<file path="config.mk">
export PLATFORM = sky130hd
export DESIGN_NAME = rs_parity_encoder
export DESIGN_NICKNAME = d
export VERILOG_FILES = /design/src/rtl/rs_gf_pkg.sv /design/src/rtl/rs_gf_cmul.sv /design/src/rtl/rs_enc_lfsr.sv /design/src/rtl/rs_enc_ctrl.sv /design/src/rtl/rs_parity_encoder.sv
export SDC_FILE = /design/constraint.sdc
export NUM_CORES = 1
export LEC_CHECK = 0
export ABC_CLOCK_PERIOD_IN_PS = 9500
export BUFFER_PORTS_ARGS = -buffer_cell sky130_fd_sc_hd__buf_2
export CAP_MARGIN = 20
export CORE_MARGIN = 2
export CORE_UTILIZATION = 50
export CTS_CLUSTER_DIAMETER = 50
export CTS_CLUSTER_SIZE = 25
export DETAILED_ROUTE_END_ITERATION = 16
export PLACE_DENSITY_LB_ADDON = 0.2
export SYNTH_ARGS = -nofsm -noshare
export SYNTH_HDL_FRONTEND = slang
export SYNTH_SLANG_ARGS = --single-unit
</file>
<file path="constraint.sdc">
create_clock -name clk -period 9.5 [get_ports clk]
set_clock_uncertainty 0.15 [all_clocks]
set_input_delay 0.475 -clock clk [delete_from_list [all_inputs] [get_ports clk]]
set_output_delay 0.475 -clock clk [all_outputs]
set_load 0.02 [all_outputs]
</file>
<file path="src/rtl/rs_gf_pkg.sv">
package rs_gf_pkg;
  localparam int SYM_W = 10;
  localparam logic [SYM_W:0] FIELD_POLY = 11'h409;
  localparam int MAX_PAR = 32;

  typedef logic [SYM_W-1:0] sym_t;
  typedef enum logic [1:0] {PH_IDLE = 2'd0, PH_MSG = 2'd1, PH_PAR = 2'd2} phase_e;

  // multiply by alpha, reducing modulo the field polynomial
  function automatic sym_t gf_xtime(input sym_t a);
    sym_t r;
    r = {a[SYM_W-2:0], 1'b0};
    if (a[SYM_W-1]) r = r ^ FIELD_POLY[SYM_W-1:0];
    return r;
  endfunction

  function automatic sym_t gf_mul(input sym_t a, input sym_t b);
    sym_t r;
    r = '0;
    for (int i = SYM_W - 1; i >= 0; i--) begin
      r = gf_xtime(r);
      if (b[i]) r = r ^ a;
    end
    return r;
  endfunction

  // coefficient idx of prod_{i<npar} (x + alpha^i); leading term is implicit
  function automatic sym_t gen_coef(input int idx, input int npar);
    sym_t g [0:MAX_PAR];
    sym_t root;
    for (int j = 0; j <= MAX_PAR; j++) g[j] = '0;
    g[0] = sym_t'(1);
    root = sym_t'(1);
    for (int i = 0; i < npar; i++) begin
      for (int j = i + 1; j > 0; j--) g[j] = g[j-1] ^ gf_mul(g[j], root);
      g[0] = gf_mul(g[0], root);
      root = gf_xtime(root);
    end
    return g[idx];
  endfunction
endpackage

</file>
<file path="src/rtl/rs_gf_cmul.sv">
module rs_gf_cmul
  import rs_gf_pkg::*;
#(
  parameter sym_t COEF = '0
) (
  input  sym_t a,
  output sym_t y
);
  // constant operand folds into a fixed XOR network
  assign y = gf_mul(a, COEF);
endmodule

</file>
<file path="src/rtl/rs_enc_lfsr.sv">
module rs_enc_lfsr
  import rs_gf_pkg::*;
#(
  parameter int NPAR = 14
) (
  input  logic clk,
  input  logic rst_n,
  input  logic absorb,
  input  logic restart,
  input  logic drain,
  input  sym_t din,
  output sym_t top
);
  sym_t rem  [NPAR];
  sym_t nxt  [NPAR];
  sym_t prod [NPAR];
  sym_t fb;

  // a restart treats the remainder as already cleared
  assign fb = absorb ? (din ^ (restart ? '0 : rem[NPAR-1])) : '0;

  for (genvar i = 0; i < NPAR; i++) begin : g_tap
    localparam sym_t TAP = gen_coef(i, NPAR);
    rs_gf_cmul #(.COEF(TAP)) u_mul (.a(fb), .y(prod[i]));
  end

  always_comb begin
    sym_t up;
    for (int i = 0; i < NPAR; i++) begin
      up = (i == 0) ? '0 : rem[(i == 0) ? 0 : i - 1];
      if (absorb)     nxt[i] = (restart ? '0 : up) ^ prod[i];
      else if (drain) nxt[i] = up;
      else            nxt[i] = rem[i];
    end
  end

  always_ff @(posedge clk or negedge rst_n) begin
    if (!rst_n) begin
      for (int i = 0; i < NPAR; i++) rem[i] <= '0;
    end else begin
      for (int i = 0; i < NPAR; i++) rem[i] <= nxt[i];
    end
  end

  assign top = rem[NPAR-1];

  // a drain must never coincide with absorbing input
  AST_DRAIN_EXCLUSIVE: assert property (@(posedge clk) disable iff (!rst_n)
    drain |-> !absorb);
endmodule

</file>
<file path="src/rtl/rs_enc_ctrl.sv">
module rs_enc_ctrl
  import rs_gf_pkg::*;
#(
  parameter int MSG_LEN = 514,
  parameter int PAR_LEN = 14
) (
  input  logic clk,
  input  logic rst_n,
  input  logic s_valid,
  input  logic s_sof,
  output logic s_ready,
  output logic absorb,
  output logic restart,
  output logic drain,
  output logic in_idle,
  output logic in_msg
);
  localparam int SPAN  = (MSG_LEN > PAR_LEN) ? MSG_LEN : PAR_LEN;
  localparam int CNT_W = $clog2(SPAN + 1);

  phase_e           ph;
  logic [CNT_W-1:0] cnt;
  logic             take;

  assign s_ready = (ph != PH_PAR);
  assign take    = s_valid & s_ready;
  assign restart = take & s_sof;
  assign absorb  = restart | (take & (ph == PH_MSG));
  assign drain   = (ph == PH_PAR);
  assign in_idle = (ph == PH_IDLE);
  assign in_msg  = (ph == PH_MSG);

  always_ff @(posedge clk or negedge rst_n) begin
    if (!rst_n) begin
      ph  <= PH_IDLE;
      cnt <= '0;
    end else if (restart) begin
      if (MSG_LEN == 1) begin
        ph  <= PH_PAR;
        cnt <= '0;
      end else begin
        ph  <= PH_MSG;
        cnt <= CNT_W'(1);
      end
    end else begin
      case (ph)
        PH_MSG: if (absorb) begin
          if (cnt == CNT_W'(MSG_LEN - 1)) begin
            ph  <= PH_PAR;
            cnt <= '0;
          end else begin
            cnt <= cnt + 1'b1;
          end
        end
        PH_PAR: begin
          if (cnt == CNT_W'(PAR_LEN - 1)) begin
            ph  <= PH_IDLE;
            cnt <= '0;
          end else begin
            cnt <= cnt + 1'b1;
          end
        end
        default: ;
      endcase
    end
  end

  AST_MSG_COUNT_BOUND: assert property (@(posedge clk) disable iff (!rst_n)
    (ph == PH_MSG) |-> (cnt < CNT_W'(MSG_LEN)));
endmodule

</file>
<file path="src/rtl/rs_parity_encoder.sv">
module rs_parity_encoder
  import rs_gf_pkg::*;
#(
  parameter int MSG_LEN = 514,
  parameter int PAR_LEN = 14
) (
  input  logic             clk,
  input  logic             rst_n,
  input  logic             s_valid,
  output logic             s_ready,
  input  logic             s_sof,
  input  logic [SYM_W-1:0] s_sym,
  output logic             m_valid,
  output logic             m_parity,
  output logic [SYM_W-1:0] m_sym
);
  localparam int RUN_W = $clog2(PAR_LEN + 1);

  logic absorb, restart, drain, in_idle, in_msg;
  sym_t rem_top;

  rs_enc_ctrl #(.MSG_LEN(MSG_LEN), .PAR_LEN(PAR_LEN)) u_ctrl (
    .clk(clk), .rst_n(rst_n), .s_valid(s_valid), .s_sof(s_sof),
    .s_ready(s_ready), .absorb(absorb), .restart(restart), .drain(drain),
    .in_idle(in_idle), .in_msg(in_msg)
  );

  rs_enc_lfsr #(.NPAR(PAR_LEN)) u_lfsr (
    .clk(clk), .rst_n(rst_n), .absorb(absorb), .restart(restart),
    .drain(drain), .din(s_sym), .top(rem_top)
  );

  always_ff @(posedge clk or negedge rst_n) begin
    if (!rst_n) begin
      m_valid  <= 1'b0;
      m_parity <= 1'b0;
      m_sym    <= '0;
    end else begin
      m_valid  <= absorb | drain;
      m_parity <= drain;
      m_sym    <= absorb ? s_sym : (drain ? rem_top : '0);
    end
  end

  // length of the current parity run, for the checks below
  logic [RUN_W-1:0] par_run;
  always_ff @(posedge clk or negedge rst_n) begin
    if (!rst_n)        par_run <= '0;
    else if (m_parity) par_run <= par_run + 1'b1;
    else               par_run <= '0;
  end

  AST_MSG_FORWARD: assert property (@(posedge clk) disable iff (!rst_n)
    $past(s_valid && s_ready && (s_sof || in_msg)) |->
      (m_valid && !m_parity && (m_sym == $past(s_sym))));
  AST_PARITY_NOT_LONG: assert property (@(posedge clk) disable iff (!rst_n)
    m_parity |-> (par_run < RUN_W'(PAR_LEN)));
  AST_PARITY_FULL_RUN: assert property (@(posedge clk) disable iff (!rst_n)
    $fell(m_parity) |-> ($past(par_run) == RUN_W'(PAR_LEN - 1)));
  AST_STALL_IN_PARITY: assert property (@(posedge clk) disable iff (!rst_n)
    m_parity |-> !$past(s_ready));
  AST_READY_AFTER_PARITY: assert property (@(posedge clk) disable iff (!rst_n)
    $fell(m_parity) |-> s_ready);
  AST_IDLE_DROP: assert property (@(posedge clk) disable iff (!rst_n)
    (in_idle && !(s_valid && s_sof)) |=> !m_valid);
endmodule

</file>
Word level (Yosys, flattened, before mapping)
Cells that the tools add are included.
{"block": "word_totals", "regBits": 164, "latchBits": 0, "ramBits": 0, "rom_bits": 0, "input_bits": 14, "out_inout_bits": 13, "elab_cells": 267, "mem_count": 0}
{"block": "classes", "addsub": 1, "n_mul": 0, "div_mod_pow": 0, "order_cmp": 0, "n_eq_ne": 8, "shift": 0, "muxes": 120, "n_bitwise": 115, "n_reduce_logical": 4}
{"operator": "$mux W10", "count": 49}
{"operator": "$xor A10 B10 Y10", "count": 45}
{"operator": "$mux W4", "count": 65}
{"operator": "$not A2 Y2", "count": 65}
{"operator": "$pmux W10 S2", "count": 1}
{"operator": "$add A10 B1 Y10 const B", "count": 1}
{"operator": "$eq A10 B10 Y1 const B", "count": 1}
{"operator": "$eq A10 B4 Y1 const B", "count": 1}
{"operator": "$mux W2", "count": 4}
{"operator": "$ne A3 B1 Y1 const B", "count": 2}
{"operator": "$pmux W2 S2", "count": 1}
{"operator": "$reduce_and A4 Y1", "count": 1}
{"operator": "$and A1 B1 Y1", "count": 3}
{"operator": "$ne A3 B2 Y1 const B", "count": 1}
{"operator": "$reduce_bool A3 Y1", "count": 1}
{"operator": "$eq A2 B1 Y1 const B", "count": 1}
{"operator": "$eq A2 B2 Y1 const B", "count": 1}
{"operator": "$ne A2 B2 Y1 const B", "count": 1}
{"operator": "$or A1 B1 Y1", "count": 2}
{"operator": "$reduce_and A2 Y1", "count": 1}
{"operator": "$reduce_bool A2 Y1", "count": 1}

Depth between registers and ports, before layout
Gate-level depths: netlist of the first run.
{"block": "logic_depth", "depth_word": 32, "ltp_mapped": 13, "ltp_nobuf": 10}

Hierarchy
From an unflattened synthesis of the first run, not the netlist that was laid out.
{"block": "unflattened", "cells_unflattened": 1174, "area_unflattened_um2": 13284.0}
{"mod": "rs_enc_lfsr", "instances": 1, "cells_per_inst": 780, "area_each_um2": 8911.0, "seq_area_each_um2": 3503.4}
{"mod": "rs_enc_ctrl", "instances": 1, "cells_per_inst": 84, "area_each_um2": 832.0, "seq_area_each_um2": 300.3}
{"mod": "rs_parity_encoder", "instances": 1, "cells_per_inst": 28, "area_each_um2": 422.9, "seq_area_each_um2": 300.3}
{"mod": "rs_gf_cmul at u_lfsr.g_tap[8].u_mul", "instances": 1, "cells_per_inst": 24, "area_each_um2": 381.6, "seq_area_each_um2": 0.0}
{"mod": "rs_gf_cmul at u_lfsr.g_tap[11].u_mul", "instances": 1, "cells_per_inst": 28, "area_each_um2": 322.8, "seq_area_each_um2": 0.0}
{"mod": "rs_gf_cmul at u_lfsr.g_tap[13].u_mul", "instances": 1, "cells_per_inst": 24, "area_each_um2": 267.8, "seq_area_each_um2": 0.0}
{"mod": "rs_gf_cmul at u_lfsr.g_tap[9].u_mul", "instances": 1, "cells_per_inst": 20, "area_each_um2": 261.5, "seq_area_each_um2": 0.0}
{"mod": "rs_gf_cmul at u_lfsr.g_tap[2].u_mul", "instances": 1, "cells_per_inst": 26, "area_each_um2": 250.2, "seq_area_each_um2": 0.0}
{"mod": "rs_gf_cmul at u_lfsr.g_tap[6].u_mul", "instances": 1, "cells_per_inst": 24, "area_each_um2": 242.7, "seq_area_each_um2": 0.0}
{"mod": "rs_gf_cmul at u_lfsr.g_tap[3].u_mul", "instances": 1, "cells_per_inst": 20, "area_each_um2": 239.0, "seq_area_each_um2": 0.0}
{"mod": "rs_gf_cmul at u_lfsr.g_tap[0].u_mul", "instances": 1, "cells_per_inst": 20, "area_each_um2": 232.7, "seq_area_each_um2": 0.0}
{"mod": "rs_gf_cmul at u_lfsr.g_tap[7].u_mul", "instances": 1, "cells_per_inst": 23, "area_each_um2": 216.5, "seq_area_each_um2": 0.0}
{"mod": "rs_gf_cmul at u_lfsr.g_tap[4].u_mul", "instances": 1, "cells_per_inst": 21, "area_each_um2": 212.7, "seq_area_each_um2": 0.0}
{"mod": "rs_gf_cmul at u_lfsr.g_tap[5].u_mul", "instances": 1, "cells_per_inst": 20, "area_each_um2": 211.5, "seq_area_each_um2": 0.0}
{"mod": "3 more rows"}

Worst setup path before layout of the first run
No wires, ideal clock.
{"block": "synth_timing", "kind": "register -> register", "from": "register u_ctrl.ph[0]", "to": "register u_lfsr.rem[23] in the netlist's numbering", "setup_time_ps": 126, "arrival_ps": 2854, "required_time_ps": 9224, "slack_ps": 6370, "stages_incl_launch_ff": 12, "n_path_buf": 1, "synth_period_minus_slack_ps": 3130, "cell_sequence": "dfrtp_1 > inv_1 > ha_1 > inv_2 > nand2_1 > buf_4 > a21oi_4 > xnor3_2 > xnor3_1 > mux2i_1 > nor3_1 > a221o_1"}
{"block": "synth_between", "word_cells_on_any_way": 28, "cone_classes": "3 x eq/ne; 10 x mux; 14 x bitwise; 1 x reduce/logical"}
{"element": "start: declaration", "line_no": "rs_enc_ctrl.sv:21", "text": "phase_e ph;"}
{"element": "start signal: assignment", "line_no": "rs_enc_ctrl.sv:35", "text": "ph <= PH_IDLE;"}
{"element": "start signal: assignment", "line_no": "rs_enc_ctrl.sv:39", "text": "ph <= PH_PAR;"}
{"element": "start signal: assignment", "line_no": "rs_enc_ctrl.sv:42", "text": "ph <= PH_MSG;"}
{"element": "$eq A2 B2 Y1", "line_no": "rs_enc_ctrl.sv:29", "text": "assign drain = (ph == PH_PAR);"}
{"element": "named net drain", "line_no": "rs_parity_encoder.sv:19", "text": "logic absorb, restart, drain, in_idle, in_msg;"}
{"element": "$reduce_bool A2 Y1 (no line)"}
{"element": "end: declaration", "line_no": "rs_enc_lfsr.sv:14", "text": "sym_t rem [NPAR];"}
The timed path passes the listed nets, and every way through them passes these cells.
A chain may end at the register's enable or synchronous reset.

Worst setup path after layout of the first run
{"block": "layout_timing", "from": "register u_ctrl.ph[1]", "to": "register u_lfsr.rem[23] in the netlist's numbering"}
{"block": "layout_between", "elab_chain_len": 19, "word_cells_on_any_way": 28, "cone_classes": "3 x eq/ne; 10 x mux; 14 x bitwise; 1 x reduce/logical"}
{"element": "$ne A2 B2 Y1", "line_no": "rs_enc_ctrl.sv:25", "text": "assign s_ready = (ph != PH_PAR);"}
{"element": "$and A1 B1 Y1", "line_no": "rs_enc_ctrl.sv:26", "text": "assign take = s_valid & s_ready;"}
{"element": "$and A1 B1 Y1", "line_no": "rs_enc_ctrl.sv:27", "text": "assign restart = take & s_sof;"}
{"element": "$mux W10", "line_no": "rs_enc_lfsr.sv:20", "text": "assign fb = absorb ? (din ^ (restart ? '0 : rem[NPAR-1])) : '0;"}
{"element": "$xor A10 B10 Y10", "line_no": "rs_enc_lfsr.sv:20"}
{"element": "$mux W10", "line_no": "rs_enc_lfsr.sv:20"}
{"element": "$xor A10 B10 Y10 (3 in series)", "line_no": "rs_gf_pkg.sv:22", "text": "if (b[i]) r = r ^ a;"}
{"element": "$mux W4", "line_no": "rs_gf_pkg.sv:13", "text": "if (a[SYM_W-1]) r = r ^ FIELD_POLY[SYM_W-1:0];"}
{"element": "$xor A10 B10 Y10", "line_no": "rs_gf_pkg.sv:22"}
{"element": "$mux W4", "line_no": "rs_gf_pkg.sv:13"}
{"element": "$xor A10 B10 Y10", "line_no": "rs_gf_pkg.sv:22"}
{"element": "$mux W4", "line_no": "rs_gf_pkg.sv:13"}
{"element": "$not A2 Y2 (no line)"}
{"element": "$mux W4", "line_no": "rs_gf_pkg.sv:13"}
{"element": "$xor A10 B10 Y10", "line_no": "rs_gf_pkg.sv:22"}
{"element": "$xor A10 B10 Y10", "line_no": "rs_enc_lfsr.sv:31", "text": "if (absorb) nxt[i] = (restart ? '0 : up) ^ prod[i];"}
{"element": "$mux W10", "line_no": "rs_enc_lfsr.sv:31"}
Several ways; a longest one is shown, not always the timed one.

==> results_dict.tcl, run 1 <==
set metrics [dict create \
    status "completed" \
    drcViolationCount 0 \
    start_kind "flop" \
    drtIter0Drc 817 \
    hold_path.class "in -> reg" \
    die_y_um 151 \
    mostFrequentLayoutCells "nand2_1 (222), xnor2_1 (191), dfrtp_1 (164), a21oi_1 (92), o21ai_0 (75)" \
    hold_slack_ps 129 \
    ant_nets 0 \
    drt_first_pass_iters 6 \
    drive_above_1_share_pct 10.9 \
    cts_buffers 17 \
    critPathKind "reg -> reg" \
    num_io_pins 27 \
    synthSimpleGateAreaFrac_pct 15.4 \
    dieArea_um2 22700 \
    syn-cell-area_um2 10700 \
    fin_ws_ps 4930 \
    synth_compound_area_share_pct 14.9 \
    rsz0062_at_grt "false" \
    synth_xor_area_share_pct 26.1 \
    ys_types 66 \
    p_leak_nw 4.93 \
    cts_setup_buffers 0 \
    ys_ff_latch 164 \
    setup_viol 0 \
    layout_min_cycle_time_ps 4570 \
    post-route-util_pct 55.6 \
    vdd_drop_max_v 0.000234 \
    ys.flop_type "dfrtp_1" \
    clockBufferDepth 2 \
    drv_cap 0 \
    maxSlewViolCount 0 \
    grt_usage_pct 29.1 \
    worstMarginPinSlew_ps 1030 \
    hold_buffers 1 \
    grt_max_degree 83 \
    first_global_vias 8317 \
    synth-edff-count 0 \
    num_rows 53 \
    critPathRequiredTime_ps 9670 \
    yosys_warnings 0 \
    place_ws_ps 5010 \
    worstPathMaxFanout 21 \
    core_um2 21000 \
    synth_fa_ha_area_share_pct 0.466 \
    syn_inst 1177 \
    vias 8467 \
    fin_nets 1186 \
    busiest_layer "met2" \
    gr-total-overflow 0 \
    die_w_um 151 \
    wl_per_cell_um 21.5 \
    fin_setup_tns_ps 0 \
    clock_latency_ps 440 \
    yosysSeqAreaShare_pct 38.2 \
    grt_pass1_wl_um 48800 \
    use_met2_pct 45.3 \
    start_util_pct 51.1 \
    end_kind "flop" \
    arrival_ps 4740 \
    cts_max_level 4 \
    cts_root_buffer "clkbuf_16" \
    synth_nets 1195 \
    cts_tree "done" \
    grt_util_met3_pct 7.15 \
    dpl.hpwl_um 21100 \
    syn_to_final_growth_pct 8.76 \
    grtUsageMet1_pct 38.8 \
    final_common_cell "nand2_1" \
    fmax_mhz 219 \
    place.gp.congestion 0.929 \
    synth_top_family_by_area "XOR/XNOR gates" \
    diodes 0 \
    finalHoldViolCount 0 \
    antenna_found_initial 0 \
    clock-sinks 164 \
    synthArstFlopShare_pct 100 \
    clk_pin_slew_ps 70 \
    p_per_area_nw_per_um2 426 \
    wirelength_um 31300 \
    synth_mux_area_share_pct 1.62 \
    synth_area_per_cell_um2 9.12 \
    slew_headroom_pct 30.6 \
    avgViaCountPerCell 5.82 \
    fill_cells 1879 \
    post_cts_resized 0 \
    port_buffers 26 \
    fin_crit_sh_pct 48.1 \
]
-- power breakdown --
| part | switching [W] | leakage [nW] | total, W | internal (W) |
|---|---|---|---|---|
| registers | 0.000269 | 1.99 | 0.00133 | 0.00106 |
| logic | 0.00170 | 2.66 | 0.00293 | 0.00123 |
| clock network | 0.000313 | 0.284 | 0.000710 | 0.000397 |
-- synth_stat cells (4+ instances only) --
cell | number | area share [%]
o21ai_1 | 5 | 0.23
a211oi_1 | 5 | 0.35
mux2i_1 | 14 | 1.3
xnor2_2 | 10 | 1.5
nand2_1 | 222 | 7.8
a31oi_1 | 12 | 0.70
nand2b_1 | 7 | 0.41
and3_1 | 9 | 0.52
or2_2 | 4 | 0.23
nand3b_1 | 7 | 0.49
a22o_1 | 10 | 0.82
nand3_1 | 24 | 1.1
nor2_1 | 49 | 1.7
a22oi_1 | 9 | 0.63
xnor2_4 | 6 | 1.5
xnor3_1 | 10 | 2.1
or3b_2 | 4 | 0.33
xor2_1 | 60 | 4.9
a32oi_1 | 6 | 0.49
dfrtp_1 | 164 | 38
a21oi_2 | 6 | 0.49
nor3_1 | 8 | 0.37
a21o_1 | 9 | 0.63
or3_1 | 4 | 0.23
o21ai_0 | 76 | 3.5
inv_1 | 6 | 0.21
buf_2 | 13 | 0.61
clkbuf_1 | 42 | 1.5
nor2b_1 | 19 | 1.1
ha_1 | 4 | 0.47
xnor2_1 | 191 | 16
a21oi_1 | 95 | 4.4
nand4b_1 | 5 | 0.41
buf_1 | 9 | 0.31
buf_4 | 9 | 0.63
-- metal layers --
| layer | wire (um) | share of wire [%] | up-vias |
|---|---|---|---|
| met3 | 2570 | 8.2 | 84 |
| met1 | 13400 | 43 | 4079 |
| li1 | - | - | 3942 |
| met4 | 1100 | 3.5 | 0 |
| met2 | 14200 | 45 | 362 |
| met5 | 0 | 0 | - |
-- stage by stage --
step,total power (W),cells,area [um2]
final,0.00497,1455,11700
after global routing,0.00531,1455,11700
after CTS,0.00495,1454,11700
after detailed placement,0.00423,1422,11100
after global placement,0.00420,1422,11100
after floorplan,0.00350,1177,10700
-- cell families (layout without fill, tap and decap cells) --
kind of cell | Yosys count | after routing
XOR/XNOR | 279 | 279
adder cells (fa/ha/maj) | 4 | 4
buffers and inverters | 80 | 83
flip-flops | 164 | 164
AO/OA/AOI/OAI | 261 | 261
multiplexers | 17 | 17
AND/OR/NAND/NOR | 372 | 372
-- path summary, 6_finish.rpt --
kind,from,endpoint,slack [ps],depth (start not counted)
setup / recovery,u_ctrl.ph[1],u_lfsr.rem[23],4930,10
hold / removal,s_sym[9],m_sym[9],130,2
setup reg to reg,u_ctrl.ph[1],u_lfsr.rem[23],4930,10
hold reg to reg,u_lfsr.rem[134],u_lfsr.rem[134],320,2
max in group asynchronous,rst_n,u_lfsr.rem[103],6870,4
min in group asynchronous,rst_n,u_ctrl.cnt[4],410,2
-- area by class of cell --
| type | count | area (um2) | area share (%) |
|---|---|---|---|
| flip-flops and latches | 164 | 4100 | 35.1 |
| clock buffers | 18 | 439 | 3.76 |
| multi-input cells | 933 | 6330 | 54.2 |
| repair buffers | 45 | 282 | 2.41 |
| inverters | 7 | 26.3 | 0.225 |
| clock inverters | 13 | 150 | 1.29 |
| well taps | 275 | 344 | 2.95 |
-- state kept, by name, summed over array words and instances, names as in the netlist --
| name | count |
|---|---|
| m_sym | 10 |
| m_parity | 1 |
| m_valid | 1 |
| u_ctrl.ph | 2 |
| u_lfsr.top | 10 |
| u_lfsr.rem | 130 |
| u_ctrl.cnt | 10 |
-- critical path, cell delays in order, from the launching register on --
cell     delay, ps
dfrtp_1        390
inv_1           80
ha_1           580
nor2b_1        680
nand2_1        200
a21oi_4        780
xnor3_2        560
xnor3_1        420
mux2i_1        230
nor3_1          80
a221o_1        300
No activity file was read; power rests on OpenSTA's default activity.
==> run 2: changes to the inputs <==
--- a/config.mk
+++ b/config.mk
@@ -5,7 +5,7 @@
 export SDC_FILE = /design/constraint.sdc
 export NUM_CORES = 1
 export LEC_CHECK = 0
-export ABC_CLOCK_PERIOD_IN_PS = 9500
+export ABC_CLOCK_PERIOD_IN_PS = 4300
 export BUFFER_PORTS_ARGS = -buffer_cell sky130_fd_sc_hd__buf_2
 export CAP_MARGIN = 20
 export CORE_MARGIN = 2
==> constraint.sdc (replaced) <==
create_clock -name clk -period 4.3 [get_ports clk]
set_clock_uncertainty 0.15 [all_clocks]
set_input_delay 0.215 -clock clk [delete_from_list [all_inputs] [get_ports clk]]
set_output_delay 0.215 -clock clk [all_outputs]
set_load 0.02 [all_outputs]
==> results_dict.tcl, run 2 (same netlist as run 1, synthesis figures left out) <==
set metrics [dict create \
    avgViaCountPerCell 5.84 \
    worstPathMaxFanout 17 \
    dp.cells 1444 \
    cts_max_level 4 \
    p_per_area_nw_per_um2 923 \
    layout_min_cycle_time_ps 3980 \
    min_to "m_sym[2]" \
    die_y_um 151 \
    end_kind "flop" \
    regArea_um2 4100 \
    top_register "u_lfsr.rem" \
    critPathKind "reg -> reg" \
    antenna_found_initial 0 \
    reg2reg_slack_ps 320 \
    min_path_cells 2 \
    fill_cells 1852 \
    status "completed" \
    r2r-end "u_lfsr.top[7]" \
    clockBufferDepth 2 \
    mostFrequentLayoutCells "nand2_1 (222), xnor2_1 (191), dfrtp_1 (164), a21oi_1 (92), o21ai_0 (75)" \
    dpl.hpwl_um 21800 \
    num_rows 53 \
    final_common_cell "nand2_1" \
    num_io_pins 27 \
    cts_tree "done" \
    diodes 0 \
    die_w_um 151 \
    multi_input_area_um2 6330 \
    fmax_mhz 252 \
    cts_buffers 17 \
    rsz0062_at_grt "false" \
    slowest_delay_ps 550 \
    grt_pass1_wl_um 49600 \
    cp.buffers_inverters 4 \
    largest_reg_flops 130 \
    slew_headroom_pct 20.9 \
    first_global_vias 8423 \
    grt_max_degree 113 \
    cts_root_buffer "clkbuf_16" \
    layoutNonFillerInstCount 1486 \
    r2r-start "u_ctrl.ph[0]" \
    maxSlewViolCount 0 \
    place.gp.congestion 0.938 \
    drtIter0Drc 867 \
    dieArea_um2 22700 \
    cp_num_cells 12 \
    wirelength_um 32000 \
    clock-sinks 164 \
    vdd_drop_max_v 0.000457 \
    arrival_ps 4190 \
    port_buffers 26 \
    worstMarginPinSlew_ps 1190 \
    clock_latency_ps 450 \
    vias 8671 \
    fin_nets 1216 \
    core_um2 21000 \
    drv_cap 0 \
    grt_usage_pct 29.5 \
    drcViolationCount 0 \
    start_kind "flop" \
    crit_slowest_cell "a21oi_2" \
    setup_viol 0 \
    syn_to_final_growth_pct 11.2 \
    drive_above_1_share_pct 12.5 \
    start_util_pct 51.1 \
    gr-total-overflow 0 \
    cts_setup_buffers 0 \
    clk_pin_slew_ps 70 \
    fin_crit_sh_pct 92.5 \
    fin_setup_tns_ps 0 \
    worstPathCellList "inv_1 -> ha_2 -> inv_2 -> nand2_1 -> buf_4 -> a21oi_2 -> buf_12 -> xnor2_4 -> xnor2_4 -> xor2_1 -> xor2_1 -> mux2i_1" \
    hold_path.class "in -> reg" \
    reg2reg_depth 12 \
    drt_first_pass_iters 6 \
    wl_per_cell_um 21.5 \
    ant_nets 0 \
    crit_family "XOR/XNOR gates" \
    min-delay-start "s_sym[2]" \
    critPathRequiredTime_ps 4510 \
    finalHoldViolCount 0 \
    p_leak_nw 5.07 \
]
-- run 2: final cells by class --
type / instances / area share (%)
multi-input cells: 933 / 53.1
flip-flops and latches: 164 / 34.4
repair buffers: 75 / 4.85
clock buffers: 17 / 3.56
well taps: 275 / 2.88
clock inverters: 15 / 1.04
inverters: 7 / 0.220
-- run 2: worst max-delay path by stage --
stage                 start              to
6_report       u_ctrl.ph[0]   u_lfsr.top[7]
5_1_grt        u_ctrl.ph[1]   u_lfsr.top[7]
4_1_cts        u_ctrl.ph[0]   u_lfsr.top[7]
3_5_place_dp   u_ctrl.ph[0]   u_lfsr.top[7]
3_3_place_gp   u_ctrl.ph[1]   u_lfsr.top[7]
2_1_floorplan  u_ctrl.ph[0]  u_lfsr.rem[23]
-- run 2: repair_timing --
item,4_1_cts,5_1_grt
endpoints found under the hold margin,109,0
gates resized for setup,0,0
hold buffers,10,0
-- run 2: power by group --
part	total, W	internal [W]	switching (W)
combinational	0.00661	0.00282	0.00379
clock	0.00147	0.000752	0.000717
sequential	0.00293	0.00234	0.000592
-- run 2: per-stage QoR --
step           cell area (um2)  setup slack [ps]  total power (W)  hold WS, ps  utilization (%)
5_1_grt                  11900               201           0.0118         56.3             56.8
2_1_floorplan            10700              1170          0.00774         -231                -
6_report                 11900               324           0.0110         34.0             56.8
4_1_cts                  11900               402           0.0110         19.9             56.8
3_5_place_dp             11300               446          0.00946          256             53.7
3_3_place_gp             11300               486          0.00937          253             53.7
-- run 2: worst register-to-register path, cell delays in order (launching register included) --
cell and delay (ps):
dfrtp_1 400, inv_1 70, ha_2 300, inv_2 280, nand2_1 120, buf_4 200, a21oi_2 550, buf_12 230
xnor2_4 200, xnor2_4 410, xor2_1 520, xor2_1 260, mux2i_1 200
-- run 2: metal layers --
metal	up-vias	global-route usage, %	share of wire, %
met1	4211	39.7	42
met3	78	6.67	8.1
met4	0	13.4	4.2
li1	3997	-	-
met5	-	0	0
met2	385	45.2	46
